File: src/rtl/rct_pkg.sv
package rct_pkg;

  typedef enum logic [1:0] {
    GATE_OFF   = 2'b00,
    GATE_PIN_A = 2'b01,
    GATE_PIN_B = 2'b10,
    GATE_RSVD  = 2'b11
  } gateSel_e;

  typedef struct packed {
    logic     autoStart;
    gateSel_e gateSel;
    logic     autoReload;
    logic     oddSel;
    logic     multiRx;
    logic     shortFrame;
    logic     fieldInv;
  } tmrMode_t;

  // strobes from control to datapath
  typedef struct packed {
    logic load;
    logic halt;
  } tmrStrobe_t;

endpackage

File: src/rtl/rct_regs.sv
module rct_regs
  import rct_pkg::*;
#(
  parameter int PSC_W  = 12,
  parameter int CNT_W  = 16,
  parameter int DATA_W = 8,
  parameter int ADDR_W = 3
) (
  input  logic              clk,
  input  logic              rstN,
  input  logic              cfgWe,
  input  logic [ADDR_W-1:0] cfgAddr,
  input  logic [DATA_W-1:0] cfgWdata,
  output tmrMode_t          mode,
  output logic [PSC_W-1:0]  pscVal,
  output logic [CNT_W-1:0]  reloadVal
);

  localparam int PSC_HI_W = PSC_W - DATA_W;
  localparam int CNT_HI_W = CNT_W - DATA_W;

  localparam logic [ADDR_W-1:0] ADDR_MODE  = ADDR_W'(0);
  localparam logic [ADDR_W-1:0] ADDR_PSCLO = ADDR_W'(1);
  localparam logic [ADDR_W-1:0] ADDR_RLDHI = ADDR_W'(2);
  localparam logic [ADDR_W-1:0] ADDR_RLDLO = ADDR_W'(3);
  localparam logic [ADDR_W-1:0] ADDR_OPT   = ADDR_W'(4);

  logic [PSC_HI_W-1:0] pscHi;
  logic [DATA_W-1:0]   pscLo;
  logic [CNT_HI_W-1:0] rldHi;
  logic [DATA_W-1:0]   rldLo;
  tmrMode_t            modeQ;

  always_ff @(posedge clk or negedge rstN) begin
    if (!rstN) begin
      pscHi <= '0;
      pscLo <= '0;
      rldHi <= '0;
      rldLo <= '0;
      modeQ <= '0;
    end else if (cfgWe) begin
      case (cfgAddr)
        ADDR_MODE: begin
          modeQ.autoStart  <= cfgWdata[7];
          modeQ.gateSel    <= gateSel_e'(cfgWdata[6:5]);
          modeQ.autoReload <= cfgWdata[4];
          pscHi            <= cfgWdata[PSC_HI_W-1:0];
        end
        ADDR_PSCLO: pscLo <= cfgWdata;
        ADDR_RLDHI: rldHi <= cfgWdata[CNT_HI_W-1:0];
        ADDR_RLDLO: rldLo <= cfgWdata;
        ADDR_OPT: begin
          modeQ.oddSel     <= cfgWdata[0];
          modeQ.multiRx    <= cfgWdata[1];
          modeQ.shortFrame <= cfgWdata[2];
          modeQ.fieldInv   <= cfgWdata[3];
        end
        default: ;
      endcase
    end
  end

  assign mode      = modeQ;
  assign pscVal    = {pscHi, pscLo};
  assign reloadVal = {rldHi, rldLo};

endmodule

File: src/rtl/rct_ctrl.sv
module rct_ctrl
  import rct_pkg::*;
#(
  parameter int RXCNT_W   = 4,
  parameter int RX_STD    = 4,
  parameter int RX_SHORT  = 5
) (
  input  logic               clk,
  input  logic               rstN,
  input  logic               autoStart,
  input  logic               multiRx,
  input  logic               shortFrame,
  input  logic               fieldInv,
  input  logic               startNow,
  input  logic               txDone,
  input  logic               rfOn,
  input  logic               stopNow,
  input  logic [RXCNT_W-1:0] rxBitCnt,
  input  logic               irqClr,
  input  logic               zeroHit,
  output tmrStrobe_t         strobe,
  output logic               running,
  output logic               irqFlag
);

  localparam logic [RXCNT_W-1:0] LIM_STD   = RXCNT_W'(RX_STD);
  localparam logic [RXCNT_W-1:0] LIM_SHORT = RXCNT_W'(RX_SHORT);

  logic               runQ;
  logic               irqQ;
  logic               rxMatchQ;
  logic [RXCNT_W-1:0] rxLimit;
  logic               rxMatch;
  logic               rxStop;
  logic               autoGo;
  logic               startEv;

  assign rxLimit = shortFrame ? LIM_SHORT : LIM_STD;
  assign rxMatch = (rxBitCnt == rxLimit);
  // only the first cycle at the limit counts as a stop event
  assign rxStop  = autoStart & ~multiRx & rxMatch & ~rxMatchQ & runQ;
  assign autoGo  = autoStart & (txDone | (fieldInv & rfOn));
  assign startEv = startNow | autoGo;

  always_comb begin
    strobe.halt = stopNow | rxStop;
    strobe.load = startEv & ~strobe.halt;
  end

  always_ff @(posedge clk or negedge rstN) begin
    if (!rstN) begin
      runQ     <= 1'b0;
      irqQ     <= 1'b0;
      rxMatchQ <= 1'b0;
    end else begin
      rxMatchQ <= rxMatch;
      if (strobe.halt)      runQ <= 1'b0;
      else if (strobe.load) runQ <= 1'b1;
      else if (zeroHit)     runQ <= 1'b0;
      if (zeroHit)          irqQ <= 1'b1;
      else if (irqClr)      irqQ <= 1'b0;
    end
  end

  assign running = runQ;
  assign irqFlag = irqQ;

endmodule

File: src/rtl/rct_dp.sv
module rct_dp
  import rct_pkg::*;
#(
  parameter int PSC_W       = 12,
  parameter int CNT_W       = 16,
  parameter int SYNC_STAGES = 2
) (
  input  logic             clk,
  input  logic             rstN,
  input  tmrStrobe_t       strobe,
  input  logic             running,
  input  gateSel_e         gateSel,
  input  logic             autoReload,
  input  logic             oddSel,
  input  logic [PSC_W-1:0] pscVal,
  input  logic [CNT_W-1:0] reloadVal,
  input  logic             gatePinA,
  input  logic             gatePinB,
  output logic [CNT_W-1:0] countVal,
  output logic             zeroHit
);

  localparam int DIV_W    = PSC_W + 1;
  localparam int NUM_PINS = 2;

  logic [NUM_PINS-1:0] pinRaw;
  logic [NUM_PINS-1:0] pinSync;
  logic [DIV_W-1:0]    divLimit;
  logic [DIV_W-1:0]    pscCnt;
  logic [CNT_W-1:0]    cntQ;
  logic                tick;
  logic                gateOpen;
  logic                step;

  assign pinRaw = {gatePinB, gatePinA};

  for (genvar g = 0; g < NUM_PINS; g++) begin : g_sync
    logic [SYNC_STAGES-1:0] stage;
    always_ff @(posedge clk or negedge rstN) begin
      if (!rstN) stage <= '0;
      else       stage <= {stage[SYNC_STAGES-2:0], pinRaw[g]};
    end
    assign pinSync[g] = stage[SYNC_STAGES-1];
  end

  always_comb begin
    case (gateSel)
      GATE_PIN_A: gateOpen = pinSync[0];
      GATE_PIN_B: gateOpen = pinSync[1];
      default:    gateOpen = 1'b1;
    endcase
  end

  // terminal count 2P+1 (even formula) or 2P (odd formula)
  assign divLimit = {pscVal, ~oddSel};
  assign tick     = running & (pscCnt == divLimit) & ~strobe.halt & ~strobe.load;
  assign step     = tick & gateOpen;
  assign zeroHit  = step & ~autoReload & (cntQ <= CNT_W'(1));

  // the prescaler runs whatever the gate, so its phase survives a closed gate
  always_ff @(posedge clk or negedge rstN) begin
    if (!rstN)                                   pscCnt <= '0;
    else if (strobe.load || !running || strobe.halt) pscCnt <= '0;
    else if (pscCnt == divLimit)                 pscCnt <= '0;
    else                                         pscCnt <= pscCnt + DIV_W'(1);
  end

  always_ff @(posedge clk or negedge rstN) begin
    if (!rstN) begin
      cntQ <= '0;
    end else if (strobe.load) begin
      cntQ <= reloadVal;
    end else if (step) begin
      if (cntQ == '0 && autoReload)            cntQ <= reloadVal;
      else if (cntQ <= CNT_W'(1) && !autoReload) cntQ <= '0;
      else                                     cntQ <= cntQ - CNT_W'(1);
    end
  end

  assign countVal = cntQ;

endmodule

File: src/rtl/rc_timer.sv
module rc_timer
  import rct_pkg::*;
#(
  parameter int PSC_W       = 12,
  parameter int CNT_W       = 16,
  parameter int DATA_W      = 8,
  parameter int ADDR_W      = 3,
  parameter int RXCNT_W     = 4,
  parameter int SYNC_STAGES = 2
) (
  input  logic               clk,
  input  logic               rstN,
  input  logic               cfgWe,
  input  logic [ADDR_W-1:0]  cfgAddr,
  input  logic [DATA_W-1:0]  cfgWdata,
  input  logic               startNow,
  input  logic               txDone,
  input  logic               rfOn,
  input  logic [RXCNT_W-1:0] rxBitCnt,
  input  logic               stopNow,
  input  logic               gatePinA,
  input  logic               gatePinB,
  input  logic               irqClr,
  output logic               running,
  output logic               irqFlag,
  output logic [CNT_W-1:0]   countVal
);

  tmrMode_t         mode;
  tmrStrobe_t       strobe;
  logic [PSC_W-1:0] pscVal;
  logic [CNT_W-1:0] reloadVal;
  logic             zeroHit;

  rct_regs #(.PSC_W(PSC_W), .CNT_W(CNT_W), .DATA_W(DATA_W), .ADDR_W(ADDR_W)) u_regs (
    .clk(clk), .rstN(rstN), .cfgWe(cfgWe), .cfgAddr(cfgAddr), .cfgWdata(cfgWdata),
    .mode(mode), .pscVal(pscVal), .reloadVal(reloadVal)
  );

  rct_ctrl #(.RXCNT_W(RXCNT_W)) u_ctrl (
    .clk(clk), .rstN(rstN),
    .autoStart(mode.autoStart), .multiRx(mode.multiRx),
    .shortFrame(mode.shortFrame), .fieldInv(mode.fieldInv),
    .startNow(startNow), .txDone(txDone), .rfOn(rfOn), .stopNow(stopNow),
    .rxBitCnt(rxBitCnt), .irqClr(irqClr), .zeroHit(zeroHit),
    .strobe(strobe), .running(running), .irqFlag(irqFlag)
  );

  rct_dp #(.PSC_W(PSC_W), .CNT_W(CNT_W), .SYNC_STAGES(SYNC_STAGES)) u_dp (
    .clk(clk), .rstN(rstN), .strobe(strobe), .running(running),
    .gateSel(mode.gateSel), .autoReload(mode.autoReload), .oddSel(mode.oddSel),
    .pscVal(pscVal), .reloadVal(reloadVal),
    .gatePinA(gatePinA), .gatePinB(gatePinB),
    .countVal(countVal), .zeroHit(zeroHit)
  );

endmodule

File: config.mk
export PLATFORM = sky130hd
export DESIGN_NAME = rc_timer
export DESIGN_NICKNAME = d
export VERILOG_FILES = /design/src/rtl/rct_pkg.sv /design/src/rtl/rct_regs.sv /design/src/rtl/rct_ctrl.sv /design/src/rtl/rct_dp.sv /design/src/rtl/rc_timer.sv
export SDC_FILE = /design/constraint.sdc
export NUM_CORES = 1
export LEC_CHECK = 0
export ABC_AREA = 1
export ABC_CLOCK_PERIOD_IN_PS = 1900
export BUFFER_PORTS_ARGS = -buffer_cell sky130_fd_sc_hd__buf_2
export CELL_PAD_IN_SITES_DETAIL_PLACEMENT = 1
export CELL_PAD_IN_SITES_GLOBAL_PLACEMENT = 1
export CORE_MARGIN = 2
export CORE_UTILIZATION = 43
export DETAILED_ROUTE_END_ITERATION = 8
export PLACE_DENSITY = 0.87
export SETUP_SLACK_MARGIN = 0.4
export SYNTH_ARGS = -nofsm -noshare
export SYNTH_HDL_FRONTEND = slang
export SYNTH_SLANG_ARGS = --single-unit
File: constraint.sdc
create_clock -name clk -period 1.9 [get_ports clk]
set_clock_uncertainty 0.15 [all_clocks]
set_input_delay 0.57 -clock clk [delete_from_list [all_inputs] [get_ports clk]]
set_output_delay 0.57 -clock clk [all_outputs]
set_load 0.01 [all_outputs]
Yosys cells after proc, flatten, opt, wreduce, memory -nomap -nowiden
Index checks and enable logic that the tools add are counted.
W data, S select, Z words.
- register bits after elaboration: 72
- output and inout port bits: 18
- logic and storage cells: 80
- add/subtract/negate cells: 2
- order comparisons: 1
- equality and inequality tests: 8
- multiplexer cells: 13
- bitwise gates (word level): 22
- reductions and logical operators: 16
- operators by type and width (operator ; count):
    $mux W16 ; 4
    $mux W13 ; 2
    $le A16 B1 Y1 const B ; 1
    $logic_not A16 Y1 ; 1
    $sub A16 B1 Y16 const B ; 1
    $add A13 B1 Y13 const B ; 1
    $and A1 B1 Y1 ; 13
    $eq A13 B13 Y1 ; 1
    $reduce_and A2 Y1 ; 5
    $eq A3 B2 Y1 const B ; 2
    $mux W1 ; 6
    $not A1 Y1 ; 6
    $eq A4 B4 Y1 ; 1
    $reduce_bool A2 Y1 ; 2
    $eq A3 B1 Y1 const B ; 1
    $eq A3 B3 Y1 const B ; 1
    $logic_not A3 Y1 ; 1
    $or A1 B1 Y1 ; 3
    $reduce_bool A3 Y1 ; 1
    $eq A2 B1 Y1 const B ; 1
    $eq A2 B2 Y1 const B ; 1
    $logic_and A1 B1 Y1 ; 2
    $logic_not A1 Y1 ; 2
    $logic_or A1 B1 Y1 ; 2
    $pmux W1 S2 ; 1

Longest topological paths before layout
Gate-level depths: netlist of the first run.
- depth in word-level cells: 16
- gate-level depth with buffers: 13
- mapped depth without buffers: 12

Hierarchy
A second synthesis of the first run with hierarchy kept.
- cells, all modules: 518
- area total of the unflattened synthesis: 3905.0 sq um
- modules (own cells, without submodules) (module ; instances ; cells each ; area each (sq um) ; seq. area each (sq um)):
    rct_dp ; 1 ; 318 ; 2249.7 ; 825.8
    rct_regs ; 1 ; 166 ; 1440.1 ; 900.9
    rct_ctrl ; 1 ; 34 ; 215.2 ; 75.1

Worst setup path before layout of the first run
Ideal clock, no wire load.
- path type: register to register
- start point: reg u_dp.cntQ[0], in the netlist u_dp.countVal[0]
- end point: reg u_dp.cntQ[12], in the netlist u_dp.countVal[12]
- arrival: 1.477 ns
- data required time: 1.633 ns
- path slack: 0.156 ns
- stages on the path, launching flop included: 12
- path buffers: 0
- period minus slack after synthesis: 1.744 ns
- path through: dfrtp_1 -> inv_1 -> ha_1 -> nand3_1 -> nor2_1 -> nand2_1 -> nand2_1 -> nand2_1 -> nand4_1 -> nand2_1 -> nand2_1 -> nand2_1
- word-level cells in the longest chain between the ends: 6
- elaborated cells on any way between the ends: 9
- RTL lines (item ; line ; RTL):
    start, declared ; rct_dp.sv:30 ; logic [CNT_W-1:0] cntQ;
    start signal, assigned ; rct_dp.sv:72 ; cntQ <= reloadVal;
    start signal, assigned ; rct_dp.sv:74 ; if (cntQ == '0 && autoReload) cntQ <= reloadVal;
    start signal, assigned ; rct_dp.sv:76 ; else cntQ <= cntQ - CNT_W'(1);
    $le A16 B1 Y1 ; rct_dp.sv:75 ; else if (cntQ <= CNT_W'(1) && !autoReload) cntQ <= '0;
    $logic_and A1 B1 Y1 ; rct_dp.sv:75 ;
    $mux W16 ; rct_dp.sv:75 ;
    $mux W16 * ; rct_dp.sv:74 ;
    $mux W16 * ; rct_dp.sv:73 ; end else if (step) begin
    $mux W16 * ; rct_dp.sv:71 ; end else if (strobe.load) begin
Mark *: on every way between the ends. The rest lies on a longest branch, timed or not. The select of a mux whose other input is x is not followed.
A chain may end at the register's enable or synchronous reset.

Final worst setup path of the first run
- start point: reg u_dp.cntQ[1], in the netlist u_dp.countVal[1]
- end point: reg u_dp.cntQ[14], in the netlist u_dp.countVal[14]
Same word-level chain as after synthesis.

==> results of run 1 <==
[final timing paths]
check,to,slack (ns),from
setup reg to reg,u_dp.countVal[14],0.008,u_dp.countVal[1]
max in group asynchronous,u_dp.pscCnt[2],1.02,rstN
setup / recovery,u_dp.countVal[14],0.008,u_dp.countVal[1]
hold / removal,u_dp.countVal[1],0.02,rstN
min in group clk,u_dp.g_sync[1].stage[0],0.16,gatePinB
hold reg to reg,u_dp.g_sync[1].stage[1],0.22,u_dp.g_sync[1].stage[0]
[per-layer routing]
layer  wire [um]  part of all wire (%)  track usage, %  up-vias
met5           0                     0               0        -
met4         768                   5.2           14.86        0
met3         566                   3.8           4.681       60
met2        7927                    54           53.17      124
met1        5476                    37           32.97     1993
li1            -                     -               -     1835
[area by class of cell]
cell class	instances	area, um^2	area share (%)
clock buffer	11	151.4	2.778
clock inverter	4	53.80	0.9874
inverter	66	267.8	4.914
multi-input combinational	371	2173	39.89
sequential	72	1818	33.36
tap	108	135.1	2.480
timing repair buffer	103	849.6	15.59
[registers in the layout, indices dropped and copies added, names as in the netlist]
name / flops
u_dp.countVal: 16
u_dp.pscCnt: 13
u_regs.mode: 8
u_regs.pscLo: 8
u_regs.rldHi: 8
u_regs.rldLo: 8
u_dp.g_sync.stage: 4
u_regs.pscHi: 4
u_ctrl.irqFlag: 1
u_ctrl.running: 1
u_ctrl.rxMatchQ: 1
[where the power goes]
group	leakage (nW)	internal (W)	total [W]	switching (W)
registers	0.909	0.00185	0.00223	0.000381
clock network	0.0976	0.000674	0.00131	0.000636
logic	1.68	0.00153	0.00356	0.00203
total	2.69	0.00406	0.00711	0.00305
[worst reg2reg max path, cell delays in order, from the launching register on]
cell and delay (ns):
dfrtp_1 0.44, inv_4 0.13, ha_4 0.17, nand3_2 0.16, nor2_4 0.19, nand2_1 0.09
nor2_1 0.11, nor2_1 0.07, o21ai_0 0.18, nand2_1 0.08, nand2_1 0.07
[through the flow]
stage	setup WS [ns]	setup TNS, ns	cells	hold WS (ns)
6_report	0.007778	0	735	0.01502
5_1_grt	-0.06675	-0.4882	735	0.02895
4_1_cts	0.07775	0	722	0.01538
3_5_place_dp	-0.1102	-1.138	674	0.2017
3_3_place_gp	0.001103	0	674	0.1831
2_1_floorplan	0.2203	0	518	0.1244
[layout by cell type (no fill, tap or decap), types with 4 or more instances in the layout]
cell type,n
nor2_2,14
o21ai_1,15
o21ai_0,38
xor2_1,9
nand3_4,8
nand2_2,17
nand2_4,4
nand2_1,155
buf_2,30
inv_2,8
nand3_2,17
xnor2_1,8
nor2_1,33
nor2_4,8
dfrtp_2,13
buf_12,5
buf_4,48
nand3_1,15
clkbuf_8,11
dfrtp_1,59
inv_1,54
ha_4,4
buf_6,19
nand4_1,4
[cells by family after synthesis]
logic type	after synthesis	synth area share, %
AOI/OAI and AO/OA	58	7.697
xor gates and xnor gates	17	3.865
buffers and inverters	77	7.957
and+or+nand+nor	288	31.76
adders and majority gates	6	1.949
DFF	72	46.77
[repair_timing]
action / CTS / global route
pin swaps: 17 / 28
buffers inserted: 31 / 12
setup endpoints to repair: 50 / 49
gates resized for setup: 60 / 62
hold buffers: 0 / 0
cloned: 2 / 1
==> flow_summary.yaml, run 1 <==
yosys:
  synth_cell_type_count: 30
  synth_ff_type: "dfrtp_1"
  netlist.top_cell.by_area: "dfrtp_1"
  synthDominantCellAreaShare_pct: 46.77
  syn_inst: 518
  syn_area_mm2: 0.003852
  synth_nets: 549
  ys_ff_latch: 72
  synth_warnings: 0
  yosys-top-cells-area: "dfrtp_1 47%, nand2_1 17%, o21ai_0 6.1%"
  syn_area_per_cell_um2: 7.437
  yosysMostFrequentCell: "nand2_1"
  ys_seq_area_share_pct: 46.77
  synth_edf_count: 0
  synthArstFlopShare_pct: 100.0
  synth_common_cells: "173 x nand2_1, 72 x dfrtp_1, 61 x inv_1"
critical_path:
  timing.critical_path.mode_cell: "nand2_1"
  cp.required_ns: 2.05
  reg2reg_depth: 10
  slowest_stage: "dfrtp_1"
  crit_path_max_incr_delay_ns: 0.44
  path_depth: 10
  end_kind: "register"
  startpoint_type: "register"
  worstPathArrival_ns: 2.05
  cp_top_family: "simple AND/OR/NAND/NOR gates"
  path_buf_inv: 1
  path_class: "register to register"
  crit_fanout: 4
  worstPathCellList: "inv_4 -> ha_4 -> nand3_2 -> nor2_4 -> nand2_1 -> nor2_1 -> nor2_1 -> o21ai_0 -> nand2_1 -> nand2_1"
clock_tree:
  cts_tree: "built"
  cts.sinks: 72
  clock_insertion_delay_worst_skew_ns: 0.36
  cts_buffer_depth: 2
  clk_pin_slew_ns: 0.09
  cts-htree-levels: 3
  cts_buffers: 9
  cts_root_buf: "clkbuf_8"
grt:
  grt_pass1_vias: 4307
  overflow: 0
  grt_max_degree: 32
  grt_pass1_wl_um: 22040
  grt_use_total_pct: 29.22
  antenna_found_initial: 0
timing:
  timing.final.crit_period_ns: 1.892
  slew_headroom_pct: 66.15
  tightest_slew_ns: 0.5078
  min_period_over_period_pct: 99.59
  slew_viol_final: 0
  max_freq_mhz: 528.5
  rsz0062_at_grt: "yes"
  setup_viol_count_final: 0
  hold_viol: 0
cells_and_area:
  final_util_pct: 62.48
  insertedDiodeCount: 0
  drive_above_1_share_pct: 35.89
  final_area_mm2: 0.005449
  area_growth_pct: 41.44
  layout.nets: 654
  fill_cells: 1038
run:
  cap_violations: 0
drt:
  vias: 4012
  routedWlPerCell_um: 20.05
  dr.pass1.iters: 4
  final_antenna_net_count: 0
  viasPerCell: 5.459
  initialDrtViolationCount: 162
  totalWireLength_um: 14740
  drc_errors: 0
floorplan:
  ios: 43
  die_x_um: 98.65
  initial_utilization_pct: 44.18
  core_area_mm2: 0.008721
  num_rows: 34
  chipHeight_um: 98.65
  die_area_mm2: 0.009732
status:
  outcome: "complete, no violations"
place:
  placed_cell_area_mm2: 0.004413
  hpwl_um: 8429
  numPortBuffers: 42
  gp_congestion: 0.8433
power_and_ir_drop:
  static-leakage-power_nw: 2.685
  p_per_area_mw_per_mm2: 1305
  fin_total_pwr_w: 0.007110
  ir_drop_mv: 0.4761
worst_hold_path:
  hold_class: "input port to asynchronous set/reset pin"
Power figures use the tool's default switching activity.
==> run 2, diff against run 1 <==
--- a/config.mk
+++ b/config.mk
@@ -17,4 +17,5 @@
 export SETUP_SLACK_MARGIN = 0.4
 export SYNTH_ARGS = -nofsm -noshare
 export SYNTH_HDL_FRONTEND = slang
+export SYNTH_HIERARCHICAL = 1
 export SYNTH_SLANG_ARGS = --single-unit
==> run 2 against run 1 <==
Against the previous run: the run now ends with negative setup slack left; power fell by 2.3%; non-clock buffer count rose by 4; clock power barely moved; critical path type unchanged.
==> flow_summary.yaml, run 2 <==
place:
  place_inst: 686
  pre_cts_slack_ns: -0.4984
  gp_congestion: 0.8548
  hpwl_um: 8575
  placed_cell_area_mm2: 0.004471
  numPortBuffers: 42
critical_path:
  path_class: "register to register"
  rr_startpoint: "u_regs/mode[2]"
  end_kind: "register"
  startpoint: "u_regs/mode[2]"
  timing.rr.end: "u_dp/countVal[3]"
  worstPathArrival_ns: 2.33
  startpoint_type: "register"
  crit_fanout: 5
  rrSetupSlack_ns: -0.32
  reg2reg_depth: 15
  cp.required_ns: 2.00
yosys:
  synth_xor_area_share_pct: 6.280
  yosysMostFrequentCell: "nand2_1"
  synth_edf_count: 0
  synth_ff_type: "dfrtp_1"
  syn_area_per_cell_um2: 7.539
  syn_inst: 518
  ys_ff_latch: 72
  synthMuxAreaShare_pct: 0
  netlist.top_cell.by_area: "dfrtp_1"
  synthArstFlopShare_pct: 100.0
  synth-simple-area-share_pct: 38.00
  ys_seq_area_share_pct: 46.14
  yosys-top-cells-area: "dfrtp_1 46%, nand2_1 21%, nand3_1 6.8%"
  synth_cell_type_count: 30
  synthAdderAreaFrac_pct: 1.922
  synth_nets: 549
  synth-compound-area-share_pct: 1.666
  syn_area_mm2: 0.003905
  synth_warnings: 6
  synth_common_cells: "216 x nand2_1, 72 x dfrtp_1, 53 x nand3_1"
  synth_top_family_by_area: "simple AND/OR/NAND/NOR gates"
  synthDominantCellAreaShare_pct: 46.14
clock_tree:
  cts.sinks: 72
  cts_buffer_depth: 2
  cts_buffers: 9
  clk_pin_slew_ns: 0.08
  cts_tree: "built"
  cts-htree-levels: 3
  cts_root_buf: "clkbuf_8"
  clock_insertion_delay_worst_skew_ns: 0.36
timing:
  slew_viol_final: 0
  max_freq_mhz: 450.1
  rsz0062_at_grt: "yes"
  min_period_over_period_pct: 116.9
  setup_ws_ns: -0.3219
  setup_viol_count_final: 31
  tightest_slew_ns: 0.5856
  slew_headroom_pct: 60.82
  timing.final.crit_period_ns: 2.222
  hold_viol: 0
grt:
  grt_pass1_vias: 4445
  grt_pass1_wl_um: 23670
  grt_use_total_pct: 31.76
  grt_max_degree: 73
  antenna_found_initial: 0
  overflow: 0
cells_and_area:
  final_cells: 742
  layout.nets: 660
  largest_register_ffs: 16
  mostFrequentLayoutCells: "194 x nand2_1, 58 x dfrtp_1, 47 x buf_4, 39 x nand3_1, 36 x inv_1"
  area_growth_pct: 40.12
  layout.cells.most_common: "nand2_1"
  final_area_mm2: 0.005472
  insertedDiodeCount: 0
  drive_above_1_share_pct: 36.12
worst_hold_path:
  hold_class: "input port to asynchronous set/reset pin"
drt:
  dr.pass1.iters: 6
  totalWireLength_um: 17590
  initialDrtViolationCount: 308
  final_antenna_net_count: 0
  viasPerCell: 5.869
  routedWlPerCell_um: 23.70
  drc_errors: 0
  vias: 4355
floorplan:
  die_area_mm2: 0.009860
  ios: 43
  num_rows: 34
  core_area_mm2: 0.008763
  initial_utilization_pct: 44.56
  die_x_um: 99.30
  chipHeight_um: 99.30
power_and_ir_drop:
  p_per_area_mw_per_mm2: 1269
  ir_drop_mv: 0.4942
  static-leakage-power_nw: 2.834
run:
  cap_violations: 0
status:
  violations: "negative setup slack"
  outcome: "finished with violations"
==> run 2: changes by cell type after synthesis, moves of 4 or more <==
cell	change
clkbuf_1	-4
inv_1	-18
inv_2	-5
nand2_1	+43
nand3_1	+17
nor2_2	+7
o21ai_0	-45
o21ai_1	-4
xor2_1	+8
==> run 2: where the power goes <==
| part | switching (W) | internal (W) | total (W) |
|---|---|---|---|
| Clock | 0.000629 | 0.000674 | 0.00130 |
| Combinational | 0.00202 | 0.00137 | 0.00339 |
| Sequential | 0.000393 | 0.00186 | 0.00225 |
==> run 2: worst max path at each step <==
stage	cells past startpoint	slack, ns	to
6_report	15	-0.32	u_dp/countVal[3]
5_1_grt	16	-0.39	u_ctrl/running
4_1_cts	16	-0.14	u_ctrl/running
3_5_place_dp	16	-0.50	u_dp/countVal[15]
3_3_place_gp	16	-0.38	u_dp/countVal[11]
2_1_floorplan	17	-0.33	u_ctrl/running
==> run 2: layout make-up <==
class	instances	area, um^2
Fill cell	1068	3292
Clock inverter	5	55.05
Inverter	44	186.4
Multi-Input combinational cell	395	2210
Tap cell	108	135.1
Clock buffer	11	151.4
Timing Repair Buffer	107	914.6
Sequential cell	72	1819
==> run 2: timing repair <==
item	CTS	global route
gates cloned	4	1
hold buffers	0	0
setup endpoints to repair	49	49
gates resized for setup	77	47
pin swaps	16	18
buffers inserted	27	8
==> run 2: logic make-up after synthesis <==
family | after synthesis
and+or+nand+nor | 348
buffers and inverters | 53
AOI/OAI and AO/OA | 11
adders and majority gates | 6
xor gates and xnor gates | 28
DFF | 72
==> run 2: per-stage QoR <==
step	hold slack (ns)	total power, W	setup TNS, ns	utilization (%)
floorplan	0.1244	0.003540	-3.536	-
global placement	0.1839	0.004215	-7.761	51.01
detailed placement	0.1964	0.004383	-10.67	51.01
CTS	0.08459	0.006251	-1.605	59.61
global route	0.09528	0.007208	-7.898	62.44
finish	0.05980	0.006946	-6.168	62.44
==> run 2: per-layer routing <==
layer  global-route usage (%)  part of all wire (%)
met3                    5.762                   6.2
met1                    34.75                    37
met2                    57.43                    51
met5                        0                     0
met4                    18.23                   5.8
==> run 2: critical path: stages, from the launching register on <==
cell	delay [ns]
dfrtp_1	0.40
inv_2	0.06
nand2_2	0.05
nor2_2	0.14
nand3_2	0.09
nand2_2	0.09
nor2_2	0.05
bufinv_8	0.18
nand2_4	0.05
nor2_4	0.12
o21ai_2	0.08
inv_2	0.12
nand3_4	0.16
buf_4	0.20
nand3_1	0.09
nand2_1	0.08
